[config.mk]
export PLATFORM = sky130hd
export DESIGN_NAME = uart_rx_flags
export DESIGN_NICKNAME = d
export VERILOG_FILES = /design/src/rtl/urx_pkg.sv /design/src/rtl/urx_baud_gen.sv /design/src/rtl/urx_line_front.sv /design/src/rtl/urx_frame_fsm.sv /design/src/rtl/uart_rx_flags.sv
export SDC_FILE = /design/constraint.sdc
export NUM_CORES = 1
export LEC_CHECK = 0
export BUFFER_PORTS_ARGS = -buffer_cell sky130_fd_sc_hd__buf_2
export CAP_MARGIN = 20
export CORE_MARGIN = 2
export CORE_UTILIZATION = 46
export DETAILED_ROUTE_END_ITERATION = 10
export GPL_ROUTABILITY_DRIVEN = 0
export PLACE_DENSITY = 0.75
export RECOVER_POWER = 50
export SETUP_SLACK_MARGIN = 0.3
export SLEW_MARGIN = 20
export SYNTH_ARGS = -nofsm -noshare
export SYNTH_HDL_FRONTEND = slang
export SYNTH_SLANG_ARGS = --single-unit
[constraint.sdc]
create_clock -name clk -period 2.6 [get_ports clk]
set_input_delay 0.39 -clock clk [delete_from_list [all_inputs] [get_ports clk]]
set_output_delay 0.39 -clock clk [all_outputs]
set_load 0.03 [all_outputs]
[src/rtl/urx_pkg.sv]
package urx_pkg;
  localparam int FLAG_W   = 8;
  localparam int DATA_MAX = 9;
  localparam int SR_W     = DATA_MAX + 2;

  localparam int F_RDY = 0;
  localparam int F_OVR = 1;
  localparam int F_NSE = 2;
  localparam int F_FRM = 3;
  localparam int F_PAR = 4;
  localparam int F_IDL = 5;
  localparam int F_BRK = 6;
  localparam int F_EDG = 7;

  typedef struct packed {
    logic [DATA_MAX-1:0] data;
    logic                noise;
    logic                frm;
    logic                par;
    logic                brk;
  } frame_res_t;

  function automatic logic maj3(input logic a, input logic b, input logic c);
    return (a & b) | (a & c) | (b & c);
  endfunction
endpackage

[src/rtl/urx_baud_gen.sv]
module urx_baud_gen #(
  parameter int DIV_W = 13
) (
  input  logic             clk,
  input  logic             rst,
  input  logic [DIV_W-1:0] div,
  output logic             tick
);
  logic [DIV_W-1:0] cnt;

  always_ff @(posedge clk) begin
    if (rst) begin
      cnt  <= '0;
      tick <= 1'b0;
    end else if (div == '0) begin
      cnt  <= '0;
      tick <= 1'b0;
    end else if (cnt >= div - DIV_W'(1)) begin
      cnt  <= '0;
      tick <= 1'b1;
    end else begin
      cnt  <= cnt + DIV_W'(1);
      tick <= 1'b0;
    end
  end

  // ticks are spaced by the divisor
  p_tick_gap_r11: assert property (@(posedge clk) disable iff (rst)
    (tick && div > DIV_W'(1) && $stable(div)) |=> !tick);
  // zero divisor halts ticks
  p_tick_halt_r11: assert property (@(posedge clk) disable iff (rst)
    (div == '0) |=> !tick);
endmodule

[src/rtl/urx_line_front.sv]
module urx_line_front #(
  parameter int SYNC_STAGES = 2
) (
  input  logic clk,
  input  logic rst,
  input  logic pin,
  input  logic lb_txd,
  input  logic lb_en,
  input  logic inv,
  output logic line,
  output logic edge_p
);
  logic                   raw;
  logic [SYNC_STAGES-1:0] sync;
  logic                   prev;

  assign raw = (lb_en ? lb_txd : pin) ^ inv;

  generate
    if (SYNC_STAGES > 1) begin : g_chain
      always_ff @(posedge clk) begin
        if (rst) sync <= '1;
        else     sync <= {sync[SYNC_STAGES-2:0], raw};
      end
    end else begin : g_single
      always_ff @(posedge clk) begin
        if (rst) sync <= '1;
        else     sync <= raw;
      end
    end
  endgenerate

  assign line = sync[SYNC_STAGES-1];

  always_ff @(posedge clk) begin
    if (rst) begin
      prev   <= 1'b1;
      edge_p <= 1'b0;
    end else begin
      prev   <= line;
      edge_p <= prev & ~line;
    end
  end
endmodule

[src/rtl/urx_frame_fsm.sv]
module urx_frame_fsm
  import urx_pkg::*;
#(
  parameter int OVS = 16
) (
  input  logic       clk,
  input  logic       rst,
  input  logic       tick,
  input  logic       line,
  input  logic       mode9,
  input  logic       par_en,
  input  logic       par_odd,
  output logic       done,
  output frame_res_t res,
  output logic       idle_p
);
  localparam int CNT_W  = $clog2(OVS);
  localparam int BIT_W  = $clog2(SR_W + 1);
  localparam int IDLE_W = $clog2(SR_W * OVS + 1);
  localparam int SMP_A  = OVS / 2 - 1;
  localparam int SMP_B  = OVS / 2;
  localparam int SMP_C  = OVS / 2 + 1;

  typedef enum logic {S_IDLE, S_RECV} st_t;

  st_t                 state;
  logic [CNT_W-1:0]    smp;
  logic [BIT_W-1:0]    bit_idx;
  logic                s_a, s_b;
  logic [SR_W-1:0]     sr;
  logic                nacc;
  logic [IDLE_W-1:0]   idle_cnt;
  logic                idle_arm;

  logic                maj, dis, brk_c, pe_c;
  logic [SR_W-1:0]     sr_nxt;
  logic [DATA_MAX-1:0] dat_c;
  logic [BIT_W-1:0]    stop_idx;
  logic [IDLE_W-1:0]   frame_ticks;

  always_comb begin
    maj         = maj3(s_a, s_b, line);
    dis         = !((s_a == s_b) && (s_b == line));
    sr_nxt      = {maj, sr[SR_W-1:1]};
    stop_idx    = mode9 ? BIT_W'(SR_W - 1) : BIT_W'(SR_W - 2);
    frame_ticks = mode9 ? IDLE_W'(SR_W * OVS) : IDLE_W'((SR_W - 1) * OVS);
    dat_c       = mode9 ? sr_nxt[SR_W-2:1] : {1'b0, sr_nxt[SR_W-2:2]};
    brk_c       = mode9 ? (sr_nxt == '0) : (sr_nxt[SR_W-1:1] == '0);
    pe_c        = par_en && ((^dat_c) != par_odd);
  end

  always_ff @(posedge clk) begin
    if (rst) begin
      state    <= S_IDLE;
      smp      <= '0;
      bit_idx  <= '0;
      s_a      <= 1'b1;
      s_b      <= 1'b1;
      sr       <= '0;
      nacc     <= 1'b0;
      done     <= 1'b0;
      res      <= '0;
      idle_cnt <= '0;
      idle_arm <= 1'b0;
      idle_p   <= 1'b0;
    end else begin
      done   <= 1'b0;
      idle_p <= 1'b0;
      if (tick) begin
        case (state)
          S_IDLE: begin
            if (!line) begin
              state    <= S_RECV;
              smp      <= CNT_W'(1);
              bit_idx  <= '0;
              sr       <= '0;
              nacc     <= 1'b0;
              idle_cnt <= '0;
              idle_arm <= 1'b1;
            end else if (idle_arm) begin
              if (idle_cnt == frame_ticks - IDLE_W'(1)) begin
                idle_p   <= 1'b1;
                idle_arm <= 1'b0;
                idle_cnt <= '0;
              end else begin
                idle_cnt <= idle_cnt + IDLE_W'(1);
              end
            end
          end
          S_RECV: begin
            if (smp == CNT_W'(OVS - 1)) begin
              smp     <= '0;
              bit_idx <= bit_idx + BIT_W'(1);
            end else begin
              smp <= smp + CNT_W'(1);
            end
            if (smp == CNT_W'(SMP_A)) s_a <= line;
            if (smp == CNT_W'(SMP_B)) s_b <= line;
            if (smp == CNT_W'(SMP_C)) begin
              if (bit_idx == '0 && maj) begin
                state <= S_IDLE;
              end else begin
                sr   <= sr_nxt;
                nacc <= nacc | dis;
                if (bit_idx == stop_idx) begin
                  state     <= S_IDLE;
                  done      <= 1'b1;
                  res.data  <= dat_c;
                  res.noise <= nacc | dis;
                  res.frm   <= ~maj;
                  res.par   <= pe_c;
                  res.brk   <= brk_c;
                  idle_cnt  <= '0;
                end
              end
            end
          end
          default: state <= S_IDLE;
        endcase
      end
    end
  end

  // a completed frame returns the receiver to the idle state
  p_done_idle_r1: assert property (@(posedge clk) disable iff (rst)
    done |-> state == S_IDLE);
  // a break always carries a framing error
  p_brk_frm_r6: assert property (@(posedge clk) disable iff (rst)
    (done && res.brk) |-> res.frm);
  // idle is reported only while waiting for a start bit
  p_idle_wait_r8: assert property (@(posedge clk) disable iff (rst)
    idle_p |-> state == S_IDLE);
  // in 8-bit mode the ninth bit of a completed frame is zero
  p_bit8_zero_r2: assert property (@(posedge clk) disable iff (rst)
    (done && $past(!mode9) && !mode9) |-> !res.data[DATA_MAX-1]);
endmodule

[src/rtl/uart_rx_flags.sv]
module uart_rx_flags
  import urx_pkg::*;
#(
  parameter int DIV_W       = 13,
  parameter int OVS         = 16,
  parameter int SYNC_STAGES = 2
) (
  input  logic              clk,
  input  logic              rst,
  input  logic              rx_pin,
  input  logic              lb_txd,
  input  logic              lb_en,
  input  logic              rx_inv,
  input  logic              mode9,
  input  logic              par_en,
  input  logic              par_odd,
  input  logic [DIV_W-1:0]  baud_div,
  input  logic [FLAG_W-1:0] flag_clr,
  input  logic [FLAG_W-1:0] irq_en,
  output logic [7:0]        rx_data,
  output logic              rx_bit8,
  output logic [FLAG_W-1:0] flags,
  output logic              irq
);
  logic              tick, line, edge_p, done, idle_p, ovr;
  frame_res_t        res;
  logic [FLAG_W-1:0] set_v, flags_nxt;

  urx_baud_gen #(.DIV_W(DIV_W)) u_baud (
    .clk(clk), .rst(rst), .div(baud_div), .tick(tick)
  );

  urx_line_front #(.SYNC_STAGES(SYNC_STAGES)) u_front (
    .clk(clk), .rst(rst), .pin(rx_pin), .lb_txd(lb_txd), .lb_en(lb_en),
    .inv(rx_inv), .line(line), .edge_p(edge_p)
  );

  urx_frame_fsm #(.OVS(OVS)) u_fsm (
    .clk(clk), .rst(rst), .tick(tick), .line(line), .mode9(mode9),
    .par_en(par_en), .par_odd(par_odd), .done(done), .res(res),
    .idle_p(idle_p)
  );

  always_comb begin
    ovr          = done && flags[F_RDY] && !flag_clr[F_RDY];
    set_v        = '0;
    set_v[F_RDY] = done && !ovr;
    set_v[F_OVR] = ovr;
    set_v[F_NSE] = done && !ovr && res.noise;
    set_v[F_FRM] = done && !ovr && res.frm;
    set_v[F_PAR] = done && !ovr && res.par;
    set_v[F_BRK] = done && !ovr && res.brk;
    set_v[F_IDL] = idle_p;
    set_v[F_EDG] = edge_p;
    flags_nxt    = (flags & ~flag_clr) | set_v;
  end

  always_ff @(posedge clk) begin
    if (rst) begin
      flags   <= '0;
      rx_data <= '0;
      rx_bit8 <= 1'b0;
      irq     <= 1'b0;
    end else begin
      flags <= flags_nxt;
      irq   <= |(flags & irq_en);
      if (done && !ovr) begin
        rx_data <= res.data[7:0];
        rx_bit8 <= res.data[DATA_MAX-1];
      end
    end
  end

  // a frame taken into a free register raises ready
  p_ready_set_r1: assert property (@(posedge clk) disable iff (rst)
    (done && !flags[F_RDY]) |=> flags[F_RDY]);
  // overrun keeps the old data and sets its flag
  p_ovr_hold_r7: assert property (@(posedge clk) disable iff (rst)
    (done && flags[F_RDY] && !flag_clr[F_RDY]) |=> (flags[F_OVR] && $stable(rx_data) && $stable(rx_bit8)));
  // a line fall is recorded
  p_edge_flag_r9: assert property (@(posedge clk) disable iff (rst)
    edge_p |=> flags[F_EDG]);
  // a clear with no competing set empties the flag
  p_clr_noise_r12: assert property (@(posedge clk) disable iff (rst)
    (flag_clr[F_NSE] && !done) |=> !flags[F_NSE]);
  // an enabled flag raises the request one cycle later
  p_irq_follow_r13: assert property (@(posedge clk) disable iff (rst)
    (|(flags & irq_en)) |=> irq);
  // with no enabled flag the request drops
  p_irq_quiet_r13: assert property (@(posedge clk) disable iff (rst)
    ((flags & irq_en) == '0) |=> !irq);
endmodule

Yosys cells after proc, flatten, opt, wreduce, memory -nomap -nowiden
Index checks and enable logic that the tools add are counted.
{ "word_totals": {"reg_bits": 83, "latch_bits": 0, "mem_bits_rw": 0, "rom_bits": 0, "in_bits": 38, "output_inout_bits": 18, "memories": 0} }
{ "op_classes": {"addsub": 6, "multipliers": 0, "div": 0, "order_cmp": 1, "n_eq_ne": 15, "shift": 0, "muxes": 37, "n_bitwise": 19, "n_reduce_logical": 31} }
{ "ops": {"columns": ["op", "n"], "rows": [
  ["2-to-1 mux 8 bit", 6],
  ["2-to-1 mux 11 bit", 3],
  ["one-hot mux 11 bit (2 select lines)", 1],
  ["bitwise AND 8 bit", 2],
  ["2-to-1 mux 4 bit", 4],
  ["one-hot mux 4 bit (2 select lines)", 2],
  ["one-hot mux 8 bit (2 select lines)", 1],
  ["2-to-1 mux 1 bit", 15],
  ["adder 13 x 1 -> 13 bit, second input constant", 1],
  ["greater-or-equal comparator 13 bit", 1],
  ["zero test 13 bit", 1],
  ["subtractor 13 x 1 -> 13 bit, second input constant", 1],
  ["equality test 4 bit, second input constant", 3],
  ["zero test 11 bit", 1],
  ["logical AND 1 bit", 10],
  ["zero test 10 bit", 1],
  ["inequality test 2 bit, second input constant", 5],
  ["AND reduction 5 bit", 2],
  ["OR reduction 5 bit", 2],
  ["2-to-1 mux 9 bit", 1],
  ["AND reduction 3 bit", 3],
  ["XOR reduction 9 bit", 1],
  ["adder 4 x 1 -> 4 bit, second input constant", 2],
  ["adder 8 x 1 -> 8 bit, second input constant", 1],
  ["other kinds (23)", 39]
]} }

Longest topological paths before layout
Gate-level depths: netlist of the first run.
{ "logic_depth": {"ltp_word": 7, "mapped_depth": 12, "mapped_depth_nobuf": 11} }

Cells and area by module
A second synthesis of the first run with hierarchy kept.
{ "hier_totals": {"cells_unflattened": 490, "hier_area_um2": 4259.1} }
{ "by_module_without_submodules": {"columns": ["module", "instances", "cells_per_inst", "area_each_um2", "seq_area_each_um2"], "rows": [
  ["urx_frame_fsm", 1, 273, 2373.5, 920.9],
  ["urx_baud_gen", 1, 125, 1062.3, 280.3],
  ["uart_rx_flags", 1, 80, 690.7, 360.3],
  ["urx_line_front", 1, 12, 132.6, 80.1]
]} }

Least setup slack after synthesis of the first run
OpenSTA, ideal clock, no wires.
{ "synth_path": {"kind": "input to register", "startpoint": "in baud_div[4]", "endpoint": "reg u_baud.cnt[12]", "setup_time_ns": 0.132, "arrival_time_ns": 2.474, "required_ns": 2.468, "slack_ns": -0.005, "path_stages": 9, "path_cell_list": "nor4_1 and3_1 nand2_1 xor2_1 ha_1 nand3_1 o41ai_1 buf_2 nor3_1"} }
{ "synth_between": {"elab_chain_cells": 3, "elab_cells_between_ends": 4, "classes_between": "add/sub: 1; order compare: 1; reduce/logical: 2"} }
{ "synth_lines": {"columns": ["item", "line", "text"], "rows": [
  ["from (decl)", "uart_rx_flags.sv:17", "input logic [DIV_W-1:0] baud_div,"],
  ["subtractor 13 x 1 -> 13 bit", "urx_baud_gen.sv:18", "end else if (cnt >= div - DIV_W'(1)) begin"],
  ["greater-or-equal comparator 13 bit", "urx_baud_gen.sv:18", null],
  ["OR reduction 3 bit (no source line) (*)", null, null],
  ["to (signal assigned)", "urx_baud_gen.sv:22", "cnt <= cnt + DIV_W'(1);"],
  ["to (decl)", "urx_baud_gen.sv:9", "logic [DIV_W-1:0] cnt;"]
]} }
Mark *: on every way between the ends. The rest lies on a longest branch, timed or not.
A chain may end at the register's enable or synchronous reset.

Worst setup path after layout of the first run
{ "layout_path": {"startpoint": "in rst", "endpoint": "reg u_fsm.idle_p"} }
{ "layout_between": {"elab_chain_cells": 1} }
{ "layout_lines": {"columns": ["item", "line", "text"], "rows": [
  ["from (decl)", "uart_rx_flags.sv:9", "input logic rst,"],
  ["OR reduction 5 bit (no source line)", null, null],
  ["to (signal assigned)", "urx_frame_fsm.sv:65", "idle_p <= 1'b0;"],
  ["to (signal assigned)", "urx_frame_fsm.sv:68", "idle_p <= 1'b0;"],
  ["to (signal assigned)", "urx_frame_fsm.sv:82", "idle_p <= 1'b1;"],
  ["to (decl)", "urx_frame_fsm.sv:15", "output logic idle_p"]
]} }
Every way passes these cells.

==> results of run 1 <==
-- timing repair --
| item | in CTS | in global routing |
|---|---|---|
| buffers inserted | 0 | 0 |
| gates resized for setup | 1 | 10 |
| pin swaps | 0 | 4 |
| setup endpoints to repair | 1 | 18 |
| hold buffers | 0 | 0 |
-- sequential cells by signal, summed over array words and instances, names as in the netlist, 2 cells and up --
register,count
u_fsm.smp,4
u_fsm.sr,10
u_fsm.idle_cnt,8
u_fsm.bit_idx,4
rx_data,8
u_fsm.res,13
u_front.sync,2
u_baud.cnt,13
flags,8
-- power by group through the flow --
| stage | clock network [uW] | registers [uW] | logic, uW |
|---|---|---|---|
| detailed placement | 0 | 1300 | 138 |
| global route | 970 | 1270 | 160 |
| floorplan | 0 | 1300 | 80.2 |
| finish | 895 | 1270 | 144 |
| CTS | 914 | 1270 | 140 |
| global placement | 0 | 1300 | 132 |
-- cell families (layout without fill, tap and decap cells) --
logic type / count (synthesis) / after routing / synth area share [%]
AOI/OAI and AO/OA: 99 / 99 / 15.5
xor gates and xnor gates: 33 / 33 / 7.44
adders and majority gates: 24 / 24 / 7.38
buffers and inverters: 35 / 94 / 3.54
DFF: 82 / 82 / 40.4
muxes: 10 / 10 / 2.46
and+or+nand+nor: 191 / 191 / 23.3
-- worst register-to-register path: stages (launching register included) --
cell and delay, ns:
dfxtp_1 0.34, ha_1 0.21, a211oi_2 0.43, o311a_1 0.48, o21ai_2 0.22, mux2i_1 0.20
nor2_1 0.06
-- through the flow --
| step | total power, uW | std cells | TNS (ns) | hold slack, ns | util [%] |
|---|---|---|---|---|---|
| 2_1_floorplan | 1380 | 474 | 0 | 0.389 | - |
| 3_3_place_gp | 1430 | 625 | 0 | 0.397 | 51.8 |
| 3_5_place_dp | 1440 | 625 | -0.398 | 0.406 | 51.8 |
| 4_1_cts | 2330 | 641 | 0 | 0.250 | 54.2 |
| 5_1_grt | 2400 | 641 | 0 | 0.298 | 54.3 |
| 6_report | 2310 | 641 | 0 | 0.296 | 54.3 |
-- metal layers --
layer / share of wire [%] / up-vias / global-route usage [%]
li1: - / 1802 / -
met1: 47 / 1578 / 24.0
met2: 46 / 87 / 29.0
met3: 5.8 / 9 / 4.29
met4: 1.1 / 0 / 5.56
met5: 0 / - / 0
-- Yosys cell counts (all sizes together) (2+ instances only) --
master    n  area (um2)
a2111oi   2        36.3
or3b      2        20.0
xnor2    15         131
a211oi    9        72.6
or4       3        22.5
and2      5        31.3
a22oi     7        52.6
nand2b    3        18.8
buf       6        35.0
nand4    14        87.6
dfxtp    82        1640
mux2i    10         100
o211ai    3        22.5
a31oi     2        12.5
xor2     17         149
nand3    21         105
a21o      2        15.0
a21oi    48         240
and4      2        17.5
and3b     2        17.5
nor4      7        43.8
ha       24         300
nor2b     8        50.1
and3      6        37.5
inv      16        60.1
o21ai    13        68.8
nor2     39         146
or3       2        12.5
clkbuf   13        48.8
o41ai     2        17.5
o31a      2        17.5
o21a      2        15.0
or2       2        12.5
nor3     18        90.1
nand2    53         199
-- how the worst max path moves through the flow --
stage	depth (start not counted)	slack [ns]	to
floorplan	10	0.31	u_baud.cnt[12]
global placement	11	0.09	u_baud.cnt[6]
detailed placement	11	-0.06	u_baud.cnt[11]
CTS	6	0.34	u_fsm.sr[10]
global route	3	0.19	u_fsm.idle_p
finish	3	0.39	u_fsm.idle_p
-- layout make-up --
cell class	instances	area (um2)
clock inverters	7	71.3
clock buffers	9	124
well taps	108	135
flip-flops and latches	82	1640
multi-input cells	357	2360
fillers	769	3940
repair buffers	62	297
inverters	16	60.1
==> metrics.txt, run 1 <==
Clock transition at path regs 0.09 ns; reg2reg setup slack 0.47 ns; grt ovf 0; DRC Markers 0; Worst path slowest cell clkbuf_1; drt total wl 8590 um; Arr. time, crit path 2.35 ns; Pins Over Slew Limit 51; Endpoint, Worst Hold u_front.sync[0]; Switching Fraction 26.6%; # IOs 56; CP max FO 50; Final setup viols 0; most frequent cells in the layout dfxtp_1 (82), nand2_1 (53), a21oi_1 (47); Least-Margin Pin Slew 2.12 ns; Critical Path Max Stage Delay 1.54 ns; crit path buf inv count 2; Hold Crit Start rx_inv; initial DRC count 197; status finished with violations; CTS max path bufs 2; P_leak 0.00178 uW; Num CTS Buffers 9; Reg power frac between 50% and 60%; drt wl/cell 13.4 um; RR Startpoint u_fsm.s_b; Worst Skew a little over 0.02 ns; unrepaired setup endpoints after global routing true; Setup CP Type input pin to flop; Cell variety after synth 54; hpwl dp ~6300 um; final worst slack 0.386 ns; Hold Path Depth 3; Clk pwr share 38.7%; relative slew slack -41.4%; post-DR vias/cell 5.42; most common cell after layout, fill and taps aside dfxtp_1; total core area 8640 um2; num rows 34; number of port buffers 55; Worst-Skew Late Latency 0.37 ns; FF-to-FF path depth 6; Inserted Diodes 0; startpoint types input pin; die height 98.0 um; worst path cell trace clkbuf_1 -> clkbuf_1 -> nor3_1; minimum clock period 2.21 ns; first-pass GRT wire length 14500 um; Vias 3476; CTS root buf clkbuf_8; GRT Util Overall 18.0%; die area 9610 um2; failing checks max-capacitance violations, max-slew violations; Cell Pwr Density 493 nW/um2; ratio of cells with drive above 1 in the final layout 14.1%; Syn Nets about 540; combinational share of power 6.2%; Max Cap Viol 1; crit path from rst; worst endpoint required time 2.74 ns; CP most frequent cell clkbuf_1; CP Capture Type flop; H-Tree Depth 3; ys flop type dfxtp_1; FF-to-FF End u_fsm.sr[10]; die width around 100 um; Place WS -0.0600 ns; VDD IR-drop max around 0.00022 V; CTS tree built; final net count a little under 600; Starting Density between 40% and 50%; final hold vios 0; synthesized area 4070 um2; dpl cell area 4480 um2; fmax 452 MHz; #FFs+latches synth 82; Post-synth EDFFs 0; Int Pwr between 1500 and 2000 uW; largest net degree at the start of global routing 51; Layout area overhead 15.3%; Avg Inst Size Synth 8.58 um2; CTS sink cnt 82; Pre-antenna DRT Iters 5; sequential area share after synthesis 40.4%; Psw 614 uW; Syn. warnings 0; initial antenna violation count 0; Hold Crit Class input pin to flop; final worst-path cycle share 85.2%; DRT antenna net count 0; ys async rst share 0%; vias in the first global route approximately 3300; Top delay family on crit path buffers and inverters; final instance area roughly 4700 um2; synthesized instance count about 470
Note: power is estimated with default switching activity, not from simulation.
==> run 2: changes to the inputs <==
--- a/config.mk
+++ b/config.mk
@@ -8,10 +8,12 @@
 export BUFFER_PORTS_ARGS = -buffer_cell sky130_fd_sc_hd__buf_2
 export CAP_MARGIN = 20
 export CORE_MARGIN = 2
-export CORE_UTILIZATION = 46
+export CORE_UTILIZATION = 52
+export CTS_CLUSTER_SIZE = 8
 export DETAILED_ROUTE_END_ITERATION = 10
 export GPL_ROUTABILITY_DRIVEN = 0
-export PLACE_DENSITY = 0.75
+export MAX_ROUTING_LAYER = met4
+export PLACE_DENSITY = 0.82
 export RECOVER_POWER = 50
 export SETUP_SLACK_MARGIN = 0.3
 export SLEW_MARGIN = 20
==> run 2 against run 1 <==
  * The run still ends with max-capacitance violations, max-slew violations left
  * Flip-flop and latch count is the same
  * Non-clock buffer count shrank 1
  * Sequential share of layout area is essentially flat
  * Global-route usage grew 4.1 points
  * First-iteration DRC count grew 12%
  * Critical path type unchanged
  * Largest cell class unchanged
  * Largest power group unchanged
==> metrics.txt, run 2 (synthesis gave the netlist of run 1 again) <==
num rows 32 (-5.9%); final hold vios 0 (unchanged); unrepaired setup endpoints after global routing true; Layout area overhead 15.5%; drt total wl 8900 um (+3.6%); Max Cap Viol 1 (unchanged); Vias 3627 (+4.3%); die area 8550 um2 (-11%); total core area 7650 um2 (-11%); Cell Pwr Density 492 nW/um2 (-0.19%); Hold Path Depth 3 (unchanged); P_leak 0.00178 uW (about the same); worst path cell trace clkbuf_1 -> clkbuf_1 -> nor3_1; Arr. time, crit path 2.35 ns (about the same); CP most frequent cell clkbuf_1; Worst Skew 0.0129 ns (-0.00768 ns); Worst path slowest cell clkbuf_1; Starting Density 53.2% (+6.1 points); Critical Path Max Stage Delay 1.52 ns (-0.02 ns); most common cell after layout, fill and taps aside dfxtp_1; Hold Crit Class input pin to flop; failing checks max-capacitance violations, max-slew violations; CTS tree built; Worst-Skew Late Latency 0.36 ns (about the same); placed insts 618 (-1.1%); final worst-path cycle share 85.1% (about the same); DRT antenna net count 0 (unchanged); CTS max path bufs 2 (unchanged); CP Capture Type flop; hpwl dp 6460 um (+3.1%); die width 92.4 um (-5.7%); Top delay family on crit path buffers and inverters; crit path buf inv count 2 (unchanged); relative slew slack -39.1% (+2.3 points); Clock transition at path regs 0.08 ns (about the same); FF-to-FF path depth 6 (unchanged); largest net degree at the start of global routing 51 (unchanged); Pins Over Slew Limit 51 (unchanged); CTS root buf clkbuf_8; initial DRC count 220 (+12%); Pre-antenna DRT Iters 5 (unchanged); startpoint types input pin; number of port buffers 55 (unchanged); DRC Markers 0 (unchanged); CP max FO 50 (unchanged); CTS sink cnt 82 (unchanged); minimum clock period 2.21 ns (-0.00116 ns); worst endpoint required time 2.73 ns (about the same); Least-Margin Pin Slew 2.09 ns (-0.0348 ns); grt ovf 0 (unchanged); # IOs 56 (unchanged); fmax 452 MHz (about the same); initial antenna violation count 0 (unchanged); Num CTS Buffers 9 (unchanged); post-DR vias/cell 5.72 (+5.5%); GRT Util Overall 22.1% (+4.1 points); postcts setup bufs 0 (unchanged); H-Tree Depth 3 (unchanged); top flop regs u_baud.cnt: 13 flops, u_fsm.res: 13 flops, u_fsm.sr: 10 flops; first-pass GRT wire length 15100 um (+4.0%); drt wl/cell 14.0 um (+4.8%); status finished with violations; ratio of cells with drive above 1 in the final layout 14.3% (+0.21 points); final non-filler cell total 634 (-1.1%); Levels on crit path 3 (unchanged); Inserted Diodes 0 (unchanged); TNS Setup 0 ns (unchanged); VDD IR-drop max 0.000263 V (+19%); Final setup viols 0 (unchanged); Hold-fix buffers, CTS 0 (unchanged); vias in the first global route 3407 (+2.7%); Setup CP Type input pin to flop; die height 92.4 um (-5.7%); most frequent cells in the layout dfxtp_1 (82), nand2_1 (51), a21oi_1 (48); final net count 589 (-0.17%)
run 2: tightest hold or removal path: stages:
cell,delay (ns)
buf_2,0.08
xor2_1,0.07
nand2_1,0.06
run 2: stage by stage:
step | setup WS, ns | hold WS, ns | area, um2 | power (uW) | utilization (%)
after CTS | 0.303 | 0.248 | 4660 | 2320 | 61.0
after floorplan | 0.309 | 0.389 | 4100 | 1380 | -
after global routing | 0.220 | 0.302 | 4700 | 2410 | 61.4
after global placement | 0.0921 | 0.395 | 4460 | 1430 | 58.3
final | 0.387 | 0.288 | 4700 | 2310 | 61.4
after detailed placement | -0.0611 | 0.409 | 4460 | 1440 | 58.3
run 2: final timing paths:
| kind | start | end | slack (ns) |
|---|---|---|---|
| max | rst | u_fsm.idle_p | 0.39 |
| min | rx_inv | u_front.sync[0] | 0.29 |
| max reg2reg | u_fsm.s_a | u_fsm.sr[10] | 0.46 |
| min reg2reg | u_front.sync[0] | u_front.sync[1] | 0.43 |
run 2: final cells by class:
class | count | area [um2]
clock inverter | 7 | 71.3
sequential | 82 | 1640
timing repair buffer | 61 | 297
clock buffer | 9 | 124
fill | 666 | 2950
multi-input combinational | 357 | 2380
tap | 102 | 128
inverter | 16 | 60.1
run 2: per-layer routing:
metal	routed length (um)	track usage, %	share of wire [%]	up-vias
li1	-	-	-	1799
met4	89	6.09	1.0	0
met1	4140	28.1	47	1720
met2	4180	35.9	47	97
met3	493	4.48	5.5	11
met5	0	-	0	-
run 2: what timing repair did:
item	in CTS	in global routing
gates resized for setup	1	13
pin swaps	0	1
cloned	0	0
setup endpoints to repair	1	25
run 2: report_power, final:
part,leakage [uW],total (uW),switching (uW),internal [uW]
combinational,0.00103,147,86.6,60.1
clock,0.0000931,890,516,374
sequential,0.000662,1270,9.28,1260
total,0.00178,2310,612,1700
